--- config.mk ---
export PLATFORM = sky130hd
export DESIGN_NAME = idx_ea_gen
export DESIGN_NICKNAME = d
export VERILOG_FILES = /design/src/rtl/idx_ea_pkg.sv /design/src/rtl/idx_pb_decode.sv /design/src/rtl/idx_addr_calc.sv /design/src/rtl/idx_ea_gen.sv
export SDC_FILE = /design/constraint.sdc
export NUM_CORES = 1
export LEC_CHECK = 0
export CAP_MARGIN = 20
export CELL_PAD_IN_SITES_DETAIL_PLACEMENT = 1
export CELL_PAD_IN_SITES_GLOBAL_PLACEMENT = 1
export CORE_MARGIN = 4
export CORE_UTILIZATION = 40
export CTS_BUF_LIST = sky130_fd_sc_hd__clkbuf_16
export DETAILED_ROUTE_END_ITERATION = 16
export PLACE_DENSITY = 0.88
export SYNTH_ARGS = -nofsm -noshare
export SYNTH_HDL_FRONTEND = slang
export SYNTH_SLANG_ARGS = --single-unit
--- constraint.sdc ---
create_clock -name clk -period 23 [get_ports clk]
set_input_delay 6.9 -clock clk [delete_from_list [all_inputs] [get_ports clk]]
set_output_delay 6.9 -clock clk [all_outputs]
set_load 0.03 [all_outputs]
--- src/rtl/idx_ea_pkg.sv ---
package idx_ea_pkg;

  typedef enum logic [2:0] {
    FM_K5,
    FM_K9,
    FM_K16,
    FM_KIND,
    FM_ACC,
    FM_DIND,
    FM_STEP
  } form_e;

  typedef enum logic [1:0] {
    ST_IDLE,
    ST_EXT,
    ST_IND,
    ST_CALC
  } state_e;

  typedef struct packed {
    form_e      form;
    logic [1:0] rsel;
    logic [1:0] n_ext;
    logic       indirect;
    logic       post;
  } pb_dec_t;

endpackage

--- src/rtl/idx_pb_decode.sv ---
module idx_pb_decode
  import idx_ea_pkg::*;
(
  input  logic [7:0] pb,
  output pb_dec_t    dec
);

  always_comb begin
    dec          = '0;
    dec.form     = FM_K5;
    dec.rsel     = pb[7:6];
    if (pb[7:5] == 3'b111) begin
      dec.rsel = pb[4:3];
      if (!pb[2]) begin
        if (!pb[1]) begin
          dec.form  = FM_K9;
          dec.n_ext = 2'd1;
        end else if (!pb[0]) begin
          dec.form  = FM_K16;
          dec.n_ext = 2'd2;
        end else begin
          dec.form     = FM_KIND;
          dec.n_ext    = 2'd2;
          dec.indirect = 1'b1;
        end
      end else if (pb[1:0] == 2'b11) begin
        dec.form     = FM_DIND;
        dec.indirect = 1'b1;
      end else begin
        dec.form = FM_ACC;
      end
    end else if (pb[5]) begin
      dec.form = FM_STEP;
      dec.post = pb[4];
    end
  end

endmodule

--- src/rtl/idx_addr_calc.sv ---
module idx_addr_calc
  import idx_ea_pkg::*;
#(
  parameter int ADDR_W = 16
) (
  input  pb_dec_t           dec,
  input  logic [7:0]        pb,
  input  logic [ADDR_W-1:0] x_q,
  input  logic [ADDR_W-1:0] y_q,
  input  logic [ADDR_W-1:0] sp_q,
  input  logic [ADDR_W-1:0] pc_q,
  input  logic [7:0]        a_q,
  input  logic [7:0]        b_q,
  input  logic [7:0]        ext_hi,
  input  logic [7:0]        ext_lo,
  output logic [ADDR_W-1:0] sum,
  output logic [ADDR_W-1:0] addr,
  output logic [ADDR_W-1:0] mod_val
);

  logic [ADDR_W-1:0] base;
  logic [ADDR_W-1:0] off;
  logic [ADDR_W-1:0] dacc;

  assign dacc = ADDR_W'({a_q, b_q});

  always_comb begin
    unique case (dec.rsel)
      2'd0:    base = x_q;
      2'd1:    base = y_q;
      2'd2:    base = sp_q;
      default: base = pc_q + ADDR_W'(dec.n_ext);
    endcase
  end

  always_comb begin
    unique case (dec.form)
      FM_K5:   off = ADDR_W'($signed(pb[4:0]));
      FM_K9:   off = ADDR_W'($signed({pb[0], ext_hi}));
      FM_K16,
      FM_KIND: off = ADDR_W'({ext_hi, ext_lo});
      FM_ACC: begin
        unique case (pb[1:0])
          2'b00:   off = ADDR_W'(a_q);
          2'b01:   off = ADDR_W'(b_q);
          default: off = dacc;
        endcase
      end
      FM_DIND: off = dacc;
      FM_STEP: off = pb[3] ? ADDR_W'($signed(pb[3:0]))
                           : ADDR_W'({1'b0, pb[3:0]}) + ADDR_W'(1);
      default: off = '0;
    endcase
  end

  assign sum     = base + off;
  assign mod_val = sum;
  assign addr    = (dec.form == FM_STEP && dec.post) ? base : sum;

endmodule

--- src/rtl/idx_ea_gen.sv ---
module idx_ea_gen
  import idx_ea_pkg::*;
#(
  parameter int ADDR_W = 16
) (
  input  logic              clk,
  input  logic              rst,
  input  logic              start,
  input  logic [7:0]        postbyte,
  input  logic [ADDR_W-1:0] x_val,
  input  logic [ADDR_W-1:0] y_val,
  input  logic [ADDR_W-1:0] sp_val,
  input  logic [ADDR_W-1:0] pc_val,
  input  logic [7:0]        acc_a,
  input  logic [7:0]        acc_b,
  output logic              bus_req,
  output logic [ADDR_W-1:0] bus_addr,
  input  logic [7:0]        bus_rdata,
  input  logic              bus_rvalid,
  output logic              busy,
  output logic              done,
  output logic [ADDR_W-1:0] ea,
  output logic [1:0]        ext_count,
  output logic              wb_en,
  output logic [1:0]        wb_reg,
  output logic [ADDR_W-1:0] wb_value
);

  state_e            st;
  logic [7:0]        pb_q;
  logic [ADDR_W-1:0] x_q, y_q, sp_q, pc_q;
  logic [7:0]        a_q, b_q;
  logic [7:0]        ext_hi_q, ext_lo_q, ind_hi_q, ind_lo_q;
  logic              idx_q;
  logic [7:0]        pb_sel;
  pb_dec_t           dec;
  logic [ADDR_W-1:0] calc_sum, calc_addr, calc_mod;
  logic              hs;

  assign pb_sel = (st == ST_IDLE) ? postbyte : pb_q;

  idx_pb_decode u_dec (
    .pb  (pb_sel),
    .dec (dec)
  );

  idx_addr_calc #(.ADDR_W(ADDR_W)) u_calc (
    .dec     (dec),
    .pb      (pb_q),
    .x_q     (x_q),
    .y_q     (y_q),
    .sp_q    (sp_q),
    .pc_q    (pc_q),
    .a_q     (a_q),
    .b_q     (b_q),
    .ext_hi  (ext_hi_q),
    .ext_lo  (ext_lo_q),
    .sum     (calc_sum),
    .addr    (calc_addr),
    .mod_val (calc_mod)
  );

  assign bus_req  = (st == ST_EXT) || (st == ST_IND);
  assign bus_addr = (st == ST_EXT) ? pc_q + ADDR_W'(idx_q) : calc_sum + ADDR_W'(idx_q);
  assign busy     = (st != ST_IDLE);
  assign hs       = bus_req && bus_rvalid;

  always_ff @(posedge clk) begin
    if (rst) begin
      st        <= ST_IDLE;
      pb_q      <= '0;
      x_q       <= '0;
      y_q       <= '0;
      sp_q      <= '0;
      pc_q      <= '0;
      a_q       <= '0;
      b_q       <= '0;
      ext_hi_q  <= '0;
      ext_lo_q  <= '0;
      ind_hi_q  <= '0;
      ind_lo_q  <= '0;
      idx_q     <= 1'b0;
      done      <= 1'b0;
      ea        <= '0;
      ext_count <= '0;
      wb_en     <= 1'b0;
      wb_reg    <= '0;
      wb_value  <= '0;
    end else begin
      done <= 1'b0;
      unique case (st)
        ST_IDLE: begin
          if (start) begin
            pb_q  <= postbyte;
            x_q   <= x_val;
            y_q   <= y_val;
            sp_q  <= sp_val;
            pc_q  <= pc_val;
            a_q   <= acc_a;
            b_q   <= acc_b;
            idx_q <= 1'b0;
            if (dec.n_ext != 2'd0)  st <= ST_EXT;
            else if (dec.indirect)  st <= ST_IND;
            else                    st <= ST_CALC;
          end
        end
        ST_EXT: begin
          if (hs) begin
            if (!idx_q) ext_hi_q <= bus_rdata;
            else        ext_lo_q <= bus_rdata;
            if ({1'b0, idx_q} + 2'd1 == dec.n_ext) begin
              idx_q <= 1'b0;
              st    <= dec.indirect ? ST_IND : ST_CALC;
            end else begin
              idx_q <= 1'b1;
            end
          end
        end
        ST_IND: begin
          if (hs) begin
            if (!idx_q) begin
              ind_hi_q <= bus_rdata;
              idx_q    <= 1'b1;
            end else begin
              ind_lo_q <= bus_rdata;
              idx_q    <= 1'b0;
              st       <= ST_CALC;
            end
          end
        end
        default: begin
          ea        <= dec.indirect ? ADDR_W'({ind_hi_q, ind_lo_q}) : calc_addr;
          ext_count <= dec.n_ext;
          wb_en     <= (dec.form == FM_STEP);
          wb_reg    <= dec.rsel;
          wb_value  <= calc_mod;
          done      <= 1'b1;
          st        <= ST_IDLE;
        end
      endcase
    end
  end

  // the result strobe lasts a single cycle
  p_done_pulse_r11: assert property (@(posedge clk) disable iff (rst)
    done |=> !done);

  // extension count never exceeds two
  p_ext_range_r11: assert property (@(posedge clk) disable iff (rst)
    done |-> ext_count != 2'd3);

  // an unanswered request keeps its address
  p_addr_hold_r12: assert property (@(posedge clk) disable iff (rst)
    bus_req && !bus_rvalid |=> bus_req && $stable(bus_addr));

  // a start during a computation leaves the captured postbyte alone
  p_start_ignored_r12: assert property (@(posedge clk) disable iff (rst)
    busy && start |=> $stable(pb_q));

  // program counter is never the write-back target
  p_no_pc_wb_r10: assert property (@(posedge clk) disable iff (rst)
    done && wb_en |-> wb_reg != 2'b11);

  // no request is issued without a computation in progress
  p_req_busy_r1: assert property (@(posedge clk) disable iff (rst)
    bus_req |-> busy);

endmodule

==> results.toml, run 1 <==
[grt]
grt_max_degree = 92
antenna_found_initial = 0
grt_usage_pct = 26.9
gr-total-overflow = 0
grt_first_pass_wirelength_mm = 51.7
grt_pass1_vias = 9180

[sta]
tightest_slew_ns = 0.957
fmax_ghz = 0.0497
hold-worst-slack_ns = 0.454
finalCritPeriodShare_pct = 87.5
period_needed_ns = 20.13
rsz0062_at_grt = "false"
finalMaxSlewViolations = 0
fin_setup_tns_ns = 0
finalHoldViolations = 0
finalSetupViolCount = 0
skew_ns = 0.00783
max_slew_margin_pct = 36.0
fin_ws_ns = 2.87

[setup_path]
crit_required_ns = 16.10
crit_chain = "clkdlybuf4s50_1 > mux2_2 > a2111oi_4 > ha_1 > a21oi_1 > nor3b_1 > xnor2_1 > nand2_1 > o211ai_1 > o21ai_0 > ha_1 > nand3_1 > nor4_1 > nor4b_1 > nor3_1 > xor2_1 > a41oi_1 > a2111oi_2 > xor2_1 > clkdlybuf4s50_1"
endpoint_kind = "output pin"
critPathLaunch = "postbyte[2]"
crit_path_start_kind = "input pin"
critPathBufInv = 2
critPathKind = "in2out"
slowest_delay_ns = 0.80
slowest_stage = "a2111oi_4"
cp.arrival_ns = 13.23
critical-path-top-delay-family = "compound AO/OA/AOI/OAI gates"
r2r_start = "st[0]"
cp_max_fo = 11

[yosys]
yosysTopAreaCell = "dfxtp_1"
synthFlopType = "dfxtp_1"
synth_edf_count = 0
seq_area_frac_synth_pct = 36.1
syn-num-nets = 1295
synth_area_sq_um = 8930
synth_area_leaders = "dfxtp_1, nand2_1, a21oi_1"
synthCells = 1166
synth_seq_cells = 161
synth_top_area_share_pct = 36.1
synth.distinct_cells = 70
ys.warnings.count = 0
synthArstFlopShare_pct = 0
avgSynthCellArea_sq_um = 7.66

[detailed_routing]
dr.pass1.iters = 5
wl_per_cell_um = 21.3
wl_mm = 33.4
drc = 0
postRouteAntennaNets = 0
num_vias = 9124
avgViaCountPerCell = 5.82
dr.first_iter.drc_count = 695

[job]
cap_violations = 0

[layout]
nets = 1405
n_antenna_cell = 0
post_route_cells_drive_above_1_share_pct = 5.35
design_area_sq_um = 11200
area_growth_pct = 25.8

[cts]
cts.path.max_buffers = 2
clk_pin_slew_ns = 0.07
clk_latency_ns = 0.43
clock-sinks = 161
cts_root_buf = "clkbuf_16"
cts_buffers = 17
hold_buffers = 0
cts_tree = "built"
cts-resized-gates = 0
postCtsSetupBuffers = 0
h-tree-depth = 4

[placement]
gp_congestion = 0.912
postPlaceCellArea_sq_um = 10600
place.port_buffers = 155
hpwl_mm = 25.3
place_ws_ns = 3.00

[min_path]
min_from = "sp_q[15]"
holdCritPathClass = "reg2reg"

[power]
power_density_nw_per_um2 = 128
p_leak_nw = 4.13
peakVddDrop_v = 0.0000789

[die]
ioPinCount = 156
die_h_um = 157
die_area_sq_um = 24800
row_count = 54
start_util_pct = 40.8
coreArea_sq_um = 21900
die_w_um = 157

[status]
outcome = "finished clean"
area by class of cell:
type | instances | area [sq um]
clock inverter | 15 | 196
fill | 2690 | 10700
timing repair buffer | 164 | 1620
sequential | 161 | 3220
inverter | 19 | 71.3
multi-input combinational | 913 | 5350
clock buffer | 17 | 425
tap | 280 | 350
placed cells by master (no fill, tap or decap), drive strengths merged, types with 4 or more instances in the layout:
cell and instances:
nand3 21, a21o 9, buf 10, a221oi 7
clkbuf 17, nand2b 10, mux2i 55, o21ai 33
nor2 69, xnor2 21, ha 27, o221ai 11
a21oi 153, dfxtp 161, nor3b 4, nand2 312
and3 6, o31ai 4, nor3 15, nor2b 7
inv 27, nand4 9, o211ai 17, a211oi 7
a31oi 6, xor2 16, mux2 8, clkdlybuf4s50 154
nor4 6, a2111oi 4, and2 10, a22oi 19
o21a 4, o21bai 5
stage by stage:
step,power (mW),utilization [%],cells
final,1.44,51.3,1569
after global routing,1.51,51.3,1569
after CTS,1.43,51.3,1569
after detailed placement,1.12,48.5,1537
after global placement,1.10,48.5,1537
after floorplan,0.856,-,1166
final timing paths:
kind	endpoint	slack, ns	depth (start not counted)
worst min register to register	sp_q[15]	0.45	2
worst max-delay path	bus_addr[15]	2.87	20
worst max register to register	ea[15]	16.88	20
worst min-delay path	sp_q[15]	0.45	2
worst reg2reg max path, delay by kind of cell, from the launching register on:
| kind | cells | cell delay, ns |
|---|---|---|
| compound gates | 9 | 2.59 |
| xor+xnor | 1 | 0.15 |
| fa+ha+maj | 3 | 1.34 |
| buf+inv | 1 | 0.12 |
| flops | 1 | 0.34 |
| mux | 1 | 0.46 |
| simple gates | 5 | 1.01 |
logic make-up after synthesis:
group                    Yosys count  share of synthesized area, %
buffers and inverters             92                          4.09
XOR/XNOR                          37                          3.63
multiplexers                      63                          7.44
flip-flops                       161                          36.1
AND/OR/NAND/NOR                  482                          23.0
AO/OA/AOI/OAI                    302                          21.6
adder cells (fa/ha/maj)           29                          4.23
power by group:
part	total, mW	switching (mW)	internal, mW
clock	0.304	0.129	0.175
combinational	0.783	0.511	0.273
sequential	0.352	0.0365	0.315
total	1.44	0.677	0.763
Yosys cell counts (all sizes together), types with 5 or more instances:
| cell | number |
|---|---|
| nand2 | 312 |
| dfxtp | 161 |
| a21oi | 153 |
| nor2 | 69 |
| clkbuf | 57 |
| mux2i | 55 |
| o21ai | 33 |
| ha | 27 |
| nand3 | 21 |
| xnor2 | 21 |
| a22oi | 19 |
| inv | 19 |
| o211ai | 17 |
| buf | 16 |
| xor2 | 16 |
| nor3 | 15 |
| o221ai | 11 |
| and2 | 10 |
| nand2b | 10 |
| a21o | 9 |
| nand4 | 9 |
| mux2 | 8 |
| a211oi | 7 |
| a221oi | 7 |
| nor2b | 7 |
| a31oi | 6 |
| and3 | 6 |
| nor4 | 6 |
| o21bai | 5 |
per-layer routing:
metal	routed length [um]	vias to the layer above	track usage [%]
met5	0	-	0
met4	676	0	7.41
met3	1970	42	4.18
met2	15700	326	43.9
met1	15100	4478	37.0
li1	-	4278	-
(Power assumes the default switching activity.)
==> run 2, diff against run 1 <==
--- a/config.mk
+++ b/config.mk
@@ -9,10 +9,10 @@
 export CELL_PAD_IN_SITES_DETAIL_PLACEMENT = 1
 export CELL_PAD_IN_SITES_GLOBAL_PLACEMENT = 1
 export CORE_MARGIN = 4
-export CORE_UTILIZATION = 40
+export CORE_UTILIZATION = 39
 export CTS_BUF_LIST = sky130_fd_sc_hd__clkbuf_16
 export DETAILED_ROUTE_END_ITERATION = 16
-export PLACE_DENSITY = 0.88
+export PLACE_DENSITY = 0.87
 export SYNTH_ARGS = -nofsm -noshare
 export SYNTH_HDL_FRONTEND = slang
 export SYNTH_SLANG_ARGS = --single-unit
==> constraint.sdc (replaced) <==
create_clock -name clk -period 19.4 [get_ports clk]
set_input_delay 5.82 -clock clk [delete_from_list [all_inputs] [get_ports clk]]
set_output_delay 5.82 -clock clk [all_outputs]
set_load 0.03 [all_outputs]
==> run 2 against run 1 <==
  * Die area increased by 2.4%
  * Critical path type unchanged
  * Critical endpoint unchanged
  * Wire length increased by 0.60%
  * Total power increased by 17%
==> results.toml, run 2 (synthesis gave the netlist of run 1 again) <==
[layout]
post_route_cells_drive_above_1_share_pct = 5.43
final_cell_mix = "nand2_1, dfxtp_1, clkdlybuf4s50_1"
fin_cells = 1574
nets = 1405
n_antenna_cell = 0
final_common_cell = "nand2_1"
fillers = 2757
multiInputGateArea_sq_um = 5350
regArea_sq_um = 3220
fin_util_pct = 49.8
area_growth_pct = 25.8

[placement]
gp_congestion = 0.932
hpwl_mm = 25.1
place_ws_ns = 1.43
place.port_buffers = 155
dp_cells = 1542

[setup_path]
r2r_end = "ea[15]"
critPathKind = "in2out"
cp_max_fo = 11
r2r_start = "st[0]"
slowest_delay_ns = 0.77
slowest_stage = "a2111oi_4"
crit_required_ns = 13.58
crit_path_start_kind = "input pin"
rr_worst_depth = 20
cp.arrival_ns = 12.24
critPathBufInv = 2
crit_chain = "clkdlybuf4s50_1 > mux2i_2 > a2111oi_4 > fa_1 > nand2_1 > nor2_1 > xnor2_1 > nand2_1 > o211ai_1 > o21ai_0 > ha_1 > nand3_1 > nor4_1 > nor4b_1 > nor3_1 > xor2_1 > a41oi_1 > a2111oi_2 > xor2_1 > clkdlybuf4s50_1"
critical-path-top-delay-family = "compound AO/OA/AOI/OAI gates"
reg2reg_setup_slack_ns = 13.33
endpoint_kind = "output pin"

[die]
die_w_um = 159
coreArea_sq_um = 22600
die_h_um = 159
row_count = 55
start_util_pct = 39.6
die_area_sq_um = 25400
ioPinCount = 156

[detailed_routing]
drc = 0
wl_met2_mm = 15.5
dr.pass1.iters = 5
highest_layer = "met4"
avgViaCountPerCell = 5.79
postRouteAntennaNets = 0
dr.first_iter.drc_count = 706
dr_wl_met3_mm = 1.72
wl_mm = 33.6
wl_per_cell_um = 21.4
num_vias = 9112
met1_length_mm = 15.3

[grt]
grt_usage_pct = 25.9
grt_pass1_vias = 9280
grt_first_pass_wirelength_mm = 52.3
grt_max_degree = 90
gr-total-overflow = 0
antenna_found_initial = 0

[status]
outcome = "finished clean"

[cts]
cts_buffers = 17
clk_latency_ns = 0.44
cts_root_buf = "clkbuf_16"
h-tree-depth = 4
postCtsSetupBuffers = 0
clock-sinks = 161
cts.path.max_buffers = 2
clk_pin_slew_ns = 0.08
cts_tree = "built"
hold_buffers = 0
cts-resized-gates = 0

[power]
finalPower_mw = 1.69
p_int_uw = 871
p_clk_share_pct = 20.5
p_leak_nw = 4.13
power_density_nw_per_um2 = 150
swShare_pct = 48.3
combPwrFrac_pct = 54.7
seqPwrFrac_pct = 24.7
p_sw_uw = 815
peakVddDrop_v = 0.0000891

[sta]
tightest_slew_ns = 0.976
fmax_ghz = 0.0554
max_slew_margin_pct = 34.7
finalCritPeriodShare_pct = 93.1
fin_setup_tns_ns = 0
skew_ns = 0.0124
finalMaxSlewViolations = 0
finalSetupViolCount = 0
finalHoldViolations = 0
rsz0062_at_grt = "false"
period_needed_ns = 18.06
fin_ws_ns = 1.34

[min_path]
min_from = "y_q[4]"
holdCritPathClass = "reg2reg"
hold_path_end = "y_q[4]"
hold_depth = 2

[job]
cap_violations = 0
-- run 2: cell count changes in the layout (fill, tap and decap cells not counted) --
cell        change
bufinv_16       -3
clkinv_4        +1
clkinv_8        +6
clkinvlp_4      -3
inv_1           -1
-- run 2: layer usage --
metal,global-route usage [%],vias to the layer above
met4,9.23,0
met5,0,-
met2,42.8,314
li1,-,4285
met3,4.01,64
met1,34.4,4449
-- run 2: area by class of cell --
type	count	area share, %
Multi-Input combinational cell	913	47.6
Inverter	19	0.635
Tap cell	285	3.18
Sequential cell	161	28.7
Timing Repair Buffer	164	14.4
Clock buffer	17	3.79
Clock inverter	15	1.66
-- run 2: worst min-delay path, stage by stage (launching register included) --
cell and delay (ns):
dfxtp_1 0.32, nand2_1 0.05, a21oi_1 0.05
-- run 2: worst max path at each step --
stage,startpoint,to,slack [ns],cells after the start
after floorplan,postbyte[2],bus_addr[15],3.20,18
after global placement,postbyte[2],bus_addr[15],1.63,20
after detailed placement,postbyte[2],bus_addr[15],1.43,20
after CTS,postbyte[6],bus_addr[15],1.40,20
after global routing,postbyte[6],bus_addr[15],0.94,20
final,postbyte[6],bus_addr[15],1.34,20
-- run 2: through the flow --
step	instance area, sq um	hold WS [ns]
6_report	11200	0.463
4_1_cts	11200	0.463
3_3_place_gp	10600	0.441
2_1_floorplan	8930	0.432
3_5_place_dp	10600	0.446
5_1_grt	11200	0.487
-- run 2: power by group through the flow --
| stage | clock [mW] | combinational (mW) | sequential, mW |
|---|---|---|---|
| final | 0.346 | 0.923 | 0.417 |
| after floorplan | 0 | 0.597 | 0.418 |
| after global placement | 0 | 0.886 | 0.420 |
| after detailed placement | 0 | 0.904 | 0.423 |
| after global routing | 0.363 | 0.987 | 0.423 |
| after CTS | 0.348 | 0.914 | 0.416 |
